==> src/rtl/rxp_pkg.sv <==
package rxp_pkg;

    typedef enum logic [1:0] {
        FS_NONE = 2'd0,
        FS_GOOD = 2'd1,
        FS_BAD  = 2'd2
    } fstat_e;

    // A bad verdict dominates when both inputs pulse together.
    function automatic fstat_e fstat_pick(input logic good, input logic bad);
        if (bad)       return FS_BAD;
        else if (good) return FS_GOOD;
        else           return FS_NONE;
    endfunction

endpackage

==> src/rtl/rxp_tick.sv <==
module rxp_tick (
    input  logic clk,
    input  logic rst_n,
    output logic tick
);
    typedef struct packed {
        logic ph;
    } tick_st_t;

    tick_st_t st_d, st_q;

    always_comb begin
        st_d    = st_q;
        st_d.ph = ~st_q.ph;
    end

    always_ff @(posedge clk) begin
        if (!rst_n) st_q <= '0;
        else        st_q <= st_d;
    end

    assign tick = st_q.ph;

endmodule

==> src/rtl/rxp_pair.sv <==
module rxp_pair #(
    parameter int BYTE_W = 8
) (
    input  logic                clk,
    input  logic                rst_n,
    input  logic                in_vld,
    input  logic [BYTE_W-1:0]   in_byte,
    input  logic                consume,
    output logic                pend_vld,
    output logic [2*BYTE_W-1:0] pend_word,
    output logic                pend_hi,
    output logic                busy
);
    localparam int WORD_W = 2 * BYTE_W;

    typedef struct packed {
        logic [BYTE_W-1:0] lo;
        logic              have_lo;
        logic              prev_vld;
        logic              pvld;
        logic              phi;
        logic [WORD_W-1:0] pword;
    } pair_st_t;

    pair_st_t st_d, st_q;
    logic     push;

    always_comb begin
        st_d          = st_q;
        push          = 1'b0;
        st_d.prev_vld = in_vld;
        if (consume) st_d.pvld = 1'b0;
        if (in_vld) begin
            if (!st_q.prev_vld || !st_q.have_lo) begin
                // frame start or even position: byte goes to the low half
                st_d.lo      = in_byte;
                st_d.have_lo = 1'b1;
            end else begin
                st_d.pword   = {in_byte, st_q.lo};
                st_d.phi     = 1'b1;
                st_d.pvld    = 1'b1;
                st_d.have_lo = 1'b0;
                push         = 1'b1;
            end
        end else if (st_q.have_lo) begin
            // odd tail: lone byte on the low half, upper half cleared
            st_d.pword   = {{BYTE_W{1'b0}}, st_q.lo};
            st_d.phi     = 1'b0;
            st_d.pvld    = 1'b1;
            st_d.have_lo = 1'b0;
            push         = 1'b1;
        end
    end

    always_ff @(posedge clk) begin
        if (!rst_n) st_q <= '0;
        else        st_q <= st_d;
    end

    assign pend_vld  = st_q.pvld;
    assign pend_word = st_q.pword;
    assign pend_hi   = st_q.phi;
    assign busy      = st_q.have_lo | st_q.pvld;

    // the single staging slot is never overwritten before delivery
    a_r7_no_overrun: assert property (@(posedge clk) disable iff (!rst_n)
        (push && st_q.pvld) |-> consume);

endmodule

==> src/rtl/rxp_emit.sv <==
module rxp_emit
    import rxp_pkg::*;
#(
    parameter int BYTE_W = 8
) (
    input  logic                clk,
    input  logic                rst_n,
    input  logic                tick,
    input  logic                pend_vld,
    input  logic [2*BYTE_W-1:0] pend_word,
    input  logic                pend_hi,
    input  logic                busy,
    input  logic                in_good,
    input  logic                in_bad,
    output logic                consume,
    output logic [2*BYTE_W-1:0] out_data,
    output logic                out_vld,
    output logic                out_hi_vld,
    output logic                out_good,
    output logic                out_bad
);
    localparam int WORD_W = 2 * BYTE_W;

    typedef struct packed {
        logic [WORD_W-1:0] data;
        logic              vld;
        logic              hi;
        logic              good;
        logic              bad;
        fstat_e            stat;
    } emit_st_t;

    emit_st_t st_d, st_q;

    always_comb begin
        st_d    = st_q;
        consume = tick && pend_vld;
        if (tick) begin
            st_d.good = 1'b0;
            st_d.bad  = 1'b0;
            if (pend_vld) begin
                st_d.data = pend_word;
                st_d.vld  = 1'b1;
                st_d.hi   = pend_hi;
            end else begin
                st_d.vld = 1'b0;
                st_d.hi  = 1'b0;
                if (st_q.stat != FS_NONE && !busy) begin
                    st_d.good = (st_q.stat == FS_GOOD);
                    st_d.bad  = (st_q.stat == FS_BAD);
                    st_d.stat = FS_NONE;
                end
            end
        end
        if (in_good || in_bad) st_d.stat = fstat_pick(in_good, in_bad);
    end

    always_ff @(posedge clk) begin
        if (!rst_n) st_q <= '0;
        else        st_q <= st_d;
    end

    assign out_data   = st_q.data;
    assign out_vld    = st_q.vld;
    assign out_hi_vld = st_q.hi;
    assign out_good   = st_q.good;
    assign out_bad    = st_q.bad;

    // word outputs hold across the byte cycle between word edges
    a_r2_hold_off_tick: assert property (@(posedge clk) disable iff (!rst_n)
        !tick |=> $stable({st_q.data, st_q.vld, st_q.hi, st_q.good, st_q.bad}));

    // the upper-half qualifier never stands without the word qualifier
    a_r6_hi_within_vld: assert property (@(posedge clk) disable iff (!rst_n)
        st_q.hi |-> st_q.vld);

    // a verdict is never shown alongside a data word
    a_r8_verdict_after_data: assert property (@(posedge clk) disable iff (!rst_n)
        (st_q.good || st_q.bad) |-> !st_q.vld);

    // verdicts are mutually exclusive
    a_r9_verdict_exclusive: assert property (@(posedge clk) disable iff (!rst_n)
        !(st_q.good && st_q.bad));

endmodule

==> src/rtl/rxp_frame_packer.sv <==
module rxp_frame_packer #(
    parameter int BYTE_W = 8
) (
    input  logic                clk,
    input  logic                rst_n,
    input  logic                in_vld,
    input  logic [BYTE_W-1:0]   in_byte,
    input  logic                in_good,
    input  logic                in_bad,
    output logic                word_tick,
    output logic [2*BYTE_W-1:0] out_data,
    output logic                out_vld,
    output logic                out_hi_vld,
    output logic                out_good,
    output logic                out_bad
);
    localparam int WORD_W = 2 * BYTE_W;

    logic              tick;
    logic              consume;
    logic              pend_vld;
    logic [WORD_W-1:0] pend_word;
    logic              pend_hi;
    logic              busy;

    rxp_tick u_tick (
        .clk   (clk),
        .rst_n (rst_n),
        .tick  (tick)
    );

    rxp_pair #(.BYTE_W(BYTE_W)) u_pair (
        .clk       (clk),
        .rst_n     (rst_n),
        .in_vld    (in_vld),
        .in_byte   (in_byte),
        .consume   (consume),
        .pend_vld  (pend_vld),
        .pend_word (pend_word),
        .pend_hi   (pend_hi),
        .busy      (busy)
    );

    rxp_emit #(.BYTE_W(BYTE_W)) u_emit (
        .clk        (clk),
        .rst_n      (rst_n),
        .tick       (tick),
        .pend_vld   (pend_vld),
        .pend_word  (pend_word),
        .pend_hi    (pend_hi),
        .busy       (busy),
        .in_good    (in_good),
        .in_bad     (in_bad),
        .consume    (consume),
        .out_data   (out_data),
        .out_vld    (out_vld),
        .out_hi_vld (out_hi_vld),
        .out_good   (out_good),
        .out_bad    (out_bad)
    );

    assign word_tick = tick;

endmodule

==> config.mk <==
export PLATFORM = sky130hd
export DESIGN_NAME = rxp_frame_packer
export DESIGN_NICKNAME = d
export VERILOG_FILES = /design/src/rtl/rxp_pkg.sv /design/src/rtl/rxp_tick.sv /design/src/rtl/rxp_pair.sv /design/src/rtl/rxp_emit.sv /design/src/rtl/rxp_frame_packer.sv
export SDC_FILE = /design/constraint.sdc
export NUM_CORES = 1
export LEC_CHECK = 0
export BUFFER_PORTS_ARGS = -buffer_cell sky130_fd_sc_hd__buf_2
export CAP_MARGIN = 20
export CELL_PAD_IN_SITES_DETAIL_PLACEMENT = 1
export CELL_PAD_IN_SITES_GLOBAL_PLACEMENT = 1
export CORE_AREA = 4 4 79 81
export CTS_CLUSTER_DIAMETER = 30
export DETAILED_ROUTE_END_ITERATION = 16
export DIE_AREA = 0 0 83 85
export PLACE_DENSITY = 0.87
export SKIP_LAST_GASP = 1
export SYNTH_ARGS = -nofsm -noshare
export SYNTH_HDL_FRONTEND = slang
export SYNTH_HIERARCHICAL = 1
export SYNTH_SLANG_ARGS = --single-unit
==> constraint.sdc <==
create_clock -name clk -period 1.4 [get_ports clk]
set_input_delay 0.07 -clock clk [delete_from_list [all_inputs] [get_ports clk]]
set_output_delay 0.07 -clock clk [all_outputs]
set_load 0.05 [all_outputs]
==> impl_metrics.json <==
{
  "status": "finished, final reports clean",
  "relSlewSlack": 0.7718,
  "reg2regPathDepth": 3,
  "hold_depth": 3,
  "n_antenna_cell": 0,
  "die_h_microns": 85,
  "r2r_end": "u_emit/out_good$_SDFFE_PN0P_",
  "max_stage_delay_ps": 370,
  "gp_congestion": 0.6833,
  "rows": 27,
  "drive_gt1_frac": 0.2236,
  "total_power_mw": 2.644,
  "dpl.hpwl_mm": 3.374,
  "portBuffers": 33,
  "coreArea_sq_um": 5473,
  "design_area_sq_um": 2354,
  "min_from": "in_byte[3]",
  "synth_top_area_frac": 0.4536,
  "drt_iter0_drc": 115,
  "fillers": 658,
  "grt_pass1_vias": 1624,
  "setup_viol": 0,
  "crit_buf_inv": 0,
  "final_hold_viol_count": 0,
  "synth.area.top_cells": "dfxtp_1 45%, buf_4 11%, o21a_1 6.3%",
  "die_w_microns": 83,
  "final.setup.worst_slack_ps": 141.7,
  "synth_area_per_cell_sq_um": 9.150,
  "synth-seq-area-share": 0.4536,
  "placed_cell_area_sq_um": 2242,
  "drt-pass1-iter-count": 4,
  "finish.net_count": 258,
  "fin_util": 0.4300,
  "antenna_found_initial": 0,
  "wl_per_cell_microns": 14.97,
  "endpoint_kind": "flop",
  "fmax_mhz": 794.7,
  "cellPowerDensity_nw_per_um2": 1123,
  "grt_overflow": 0,
  "ios": 34,
  "peakVddDrop_mv": 0.3910,
  "post_cts_buffers": 0,
  "clkTransAtPathRegs_ps": 90,
  "die-area_sq_um": 7055,
  "insertion_delay_ps": 300,
  "synth.distinct_cells": 30,
  "synth_top_area_cell": "dfxtp_1",
  "r2r_start": "u_pair/st_q[19]$_SDFF_PN0_",
  "timing.final.crit_share": 0.8988,
  "grt_pass1_wl_mm": 8.038,
  "synthesis.nets": 259,
  "min_delay_worst_endpoint": "u_pair/st_q[23]$_SDFFE_PN0P_",
  "hp-class": "in2reg",
  "final.setup.tns_ps": 0,
  "slew_violations": 0,
  "slowest_stage": "dfxtp_2",
  "clock_path_buffers": 2,
  "cp_max_fo": 7,
  "synth_cells": 246,
  "ys_ff_latch": 51,
  "area_delta_synth_final_pct": 4.558,
  "maxCapViolCount": 0,
  "rsz0062_at_grt": "no",
  "tightest_slew_ps": 341.4,
  "start_util": 0.4113,
  "start_kind": "flop",
  "netlist_area_sq_um": 2251,
  "r2r_slack_ps": 140,
  "p_leak_nw": 1.009,
  "pre_cts_ws_ps": 103.2,
  "path_class": "reg2reg",
  "route.detailed.drc": 0,
  "cts_tree": "yes",
  "worstPathCellList": "or2_2, or3b_1, o21ai_1",
  "grt_max_degree": 70,
  "path_delay_family": "simple AND/OR/NAND/NOR gates",
  "cts_made_buffers": 5,
  "track_usage": 0.1425,
  "vias": 1575,
  "cts_max_level": 2,
  "yosys_warnings": 6,
  "fin_crit_ps": 1258,
  "cts_root_buf": "clkbuf_8",
  "critical_path_arrival_ps": 1500,
  "crit_required_ps": 1640,
  "cts.sinks": 51,
  "drtAntennaViolNets": 0,
  "clock_skew_ps": 5.002,
  "routed_wl_mm": 4.761,
  "post_drt_via_cell_ratio": 4.953
}
==> report_power, final <==
part / switching [mW] / leakage (nW) / total, mW / internal [mW]
Sequential: 0.0262 / 0.415 / 1.51 / 1.49
Clock: 0.464 / 0.0515 / 0.916 / 0.452
Combinational: 0.136 / 0.543 / 0.216 / 0.0806
==> tightest hold or removal path, cell delays in order <==
cell and delay, ps:
buf_2 90, nand3_1 50, o21ai_0 60
==> state kept, by name (all words and copies together) (netlist names) <==
name and count:
u_emit/st_q 2, u_emit/out_hi_vld 1, u_pair/st_q 10, u_pair/pend_vld 1
u_emit/out_bad 1, u_emit/out_good 1, u_tick/tick 1, u_pair/pend_hi 1
u_emit/out_data 16, u_pair/pend_word 16, u_emit/out_vld 1
==> cell type report <==
type / instances / area, sq um / share of cell area
multi-input cells: 143 / 884.6 / 0.3759
well taps: 72 / 90.09 / 0.03828
repair buffers: 42 / 247.7 / 0.1053
inverters: 2 / 7.507 / 0.003190
flip-flops and latches: 51 / 1023 / 0.4349
clock buffers: 8 / 100.1 / 0.04253
==> routing by layer <==
layer | routed length (microns) | global-route usage | vias up
li1 | - | - | 802
met1 | 2177 | 0.1612 | 737
met2 | 2291 | 0.2478 | 29
met3 | 212 | 0.04951 | 7
met4 | 80 | 0.05349 | 0
met5 | 0 | 0 | -
==> kinds of logic after synthesis <==
group	Yosys count	synth area share
AND/OR/NAND/NOR	75	0.1745
AO/OA/AOI/OAI	60	0.1829
buffers and inverters	52	0.1534
flip-flops	51	0.4536
multiplexers	8	0.03558
==> cells in the mapped netlist (all sizes together) <==
library cell / count
inv: 2
and3: 16
nor3b: 1
buf: 42
o21ai: 12
clkbuf: 8
a211oi: 2
o22ai: 8
mux2i: 8
a21boi: 18
nand2b: 1
or3b: 1
and2: 1
nand3b: 7
nand3: 10
nor2: 1
dfxtp: 51
o21a: 19
nand2: 33
nor2b: 3
or2: 1
a21oi: 1
==> through the flow <==
stage | cells | hold slack, ps
3_3_place_gp | 309 | 289.6
4_1_cts | 318 | 9.025
5_1_grt | 318 | 20.08
6_report | 318 | 10.28
3_5_place_dp | 309 | 301.6
2_1_floorplan | 246 | 178.6
==> repair_timing <==
action / in CTS / in global routing
endpoints found under the hold margin: 1 / 0
endpoints found under the setup margin: 0 / 1
hold buffers: 1 / 0
resized for setup: 0 / 1
==> layout by cell type (no fill, tap or decap), types with 2 or more instances in the layout <==
| cell type | instances |
|---|---|
| dfxtp_1 | 49 |
| buf_2 | 33 |
| nand2_1 | 33 |
| o21a_1 | 19 |
| and3_1 | 16 |
| a21boi_0 | 16 |
| nand3_1 | 10 |
| o21ai_0 | 10 |
| o22ai_1 | 8 |
| mux2i_1 | 8 |
| clkbuf_8 | 7 |
| buf_4 | 7 |
| nand3b_1 | 7 |
| nor2b_1 | 2 |
| o21ai_1 | 2 |
| a211oi_1 | 2 |
| dfxtp_2 | 2 |
==> how the worst max path moves through the flow <==
stage               slack, ps  cells after the start                                to                  startpoint
global route               40                      3      u_emit/out_good$_SDFFE_PN0P_  u_pair/st_q[19]$_SDFF_PN0_
floorplan                 170                      4  u_emit/out_data[10]$_SDFFE_PN0P_      u_tick/tick$_SDFF_PN0_
global placement          170                      3       u_emit/out_bad$_SDFFE_PN0P_  u_pair/st_q[19]$_SDFF_PN0_
CTS                        80                      3      u_emit/out_good$_SDFFE_PN0P_  u_pair/st_q[19]$_SDFF_PN0_
detailed placement        100                      3      u_emit/out_good$_SDFFE_PN0P_  u_pair/st_q[19]$_SDFF_PN0_
finish                    140                      3      u_emit/out_good$_SDFFE_PN0P_  u_pair/st_q[19]$_SDFF_PN0_
Note: power is estimated with default switching activity, not from simulation.
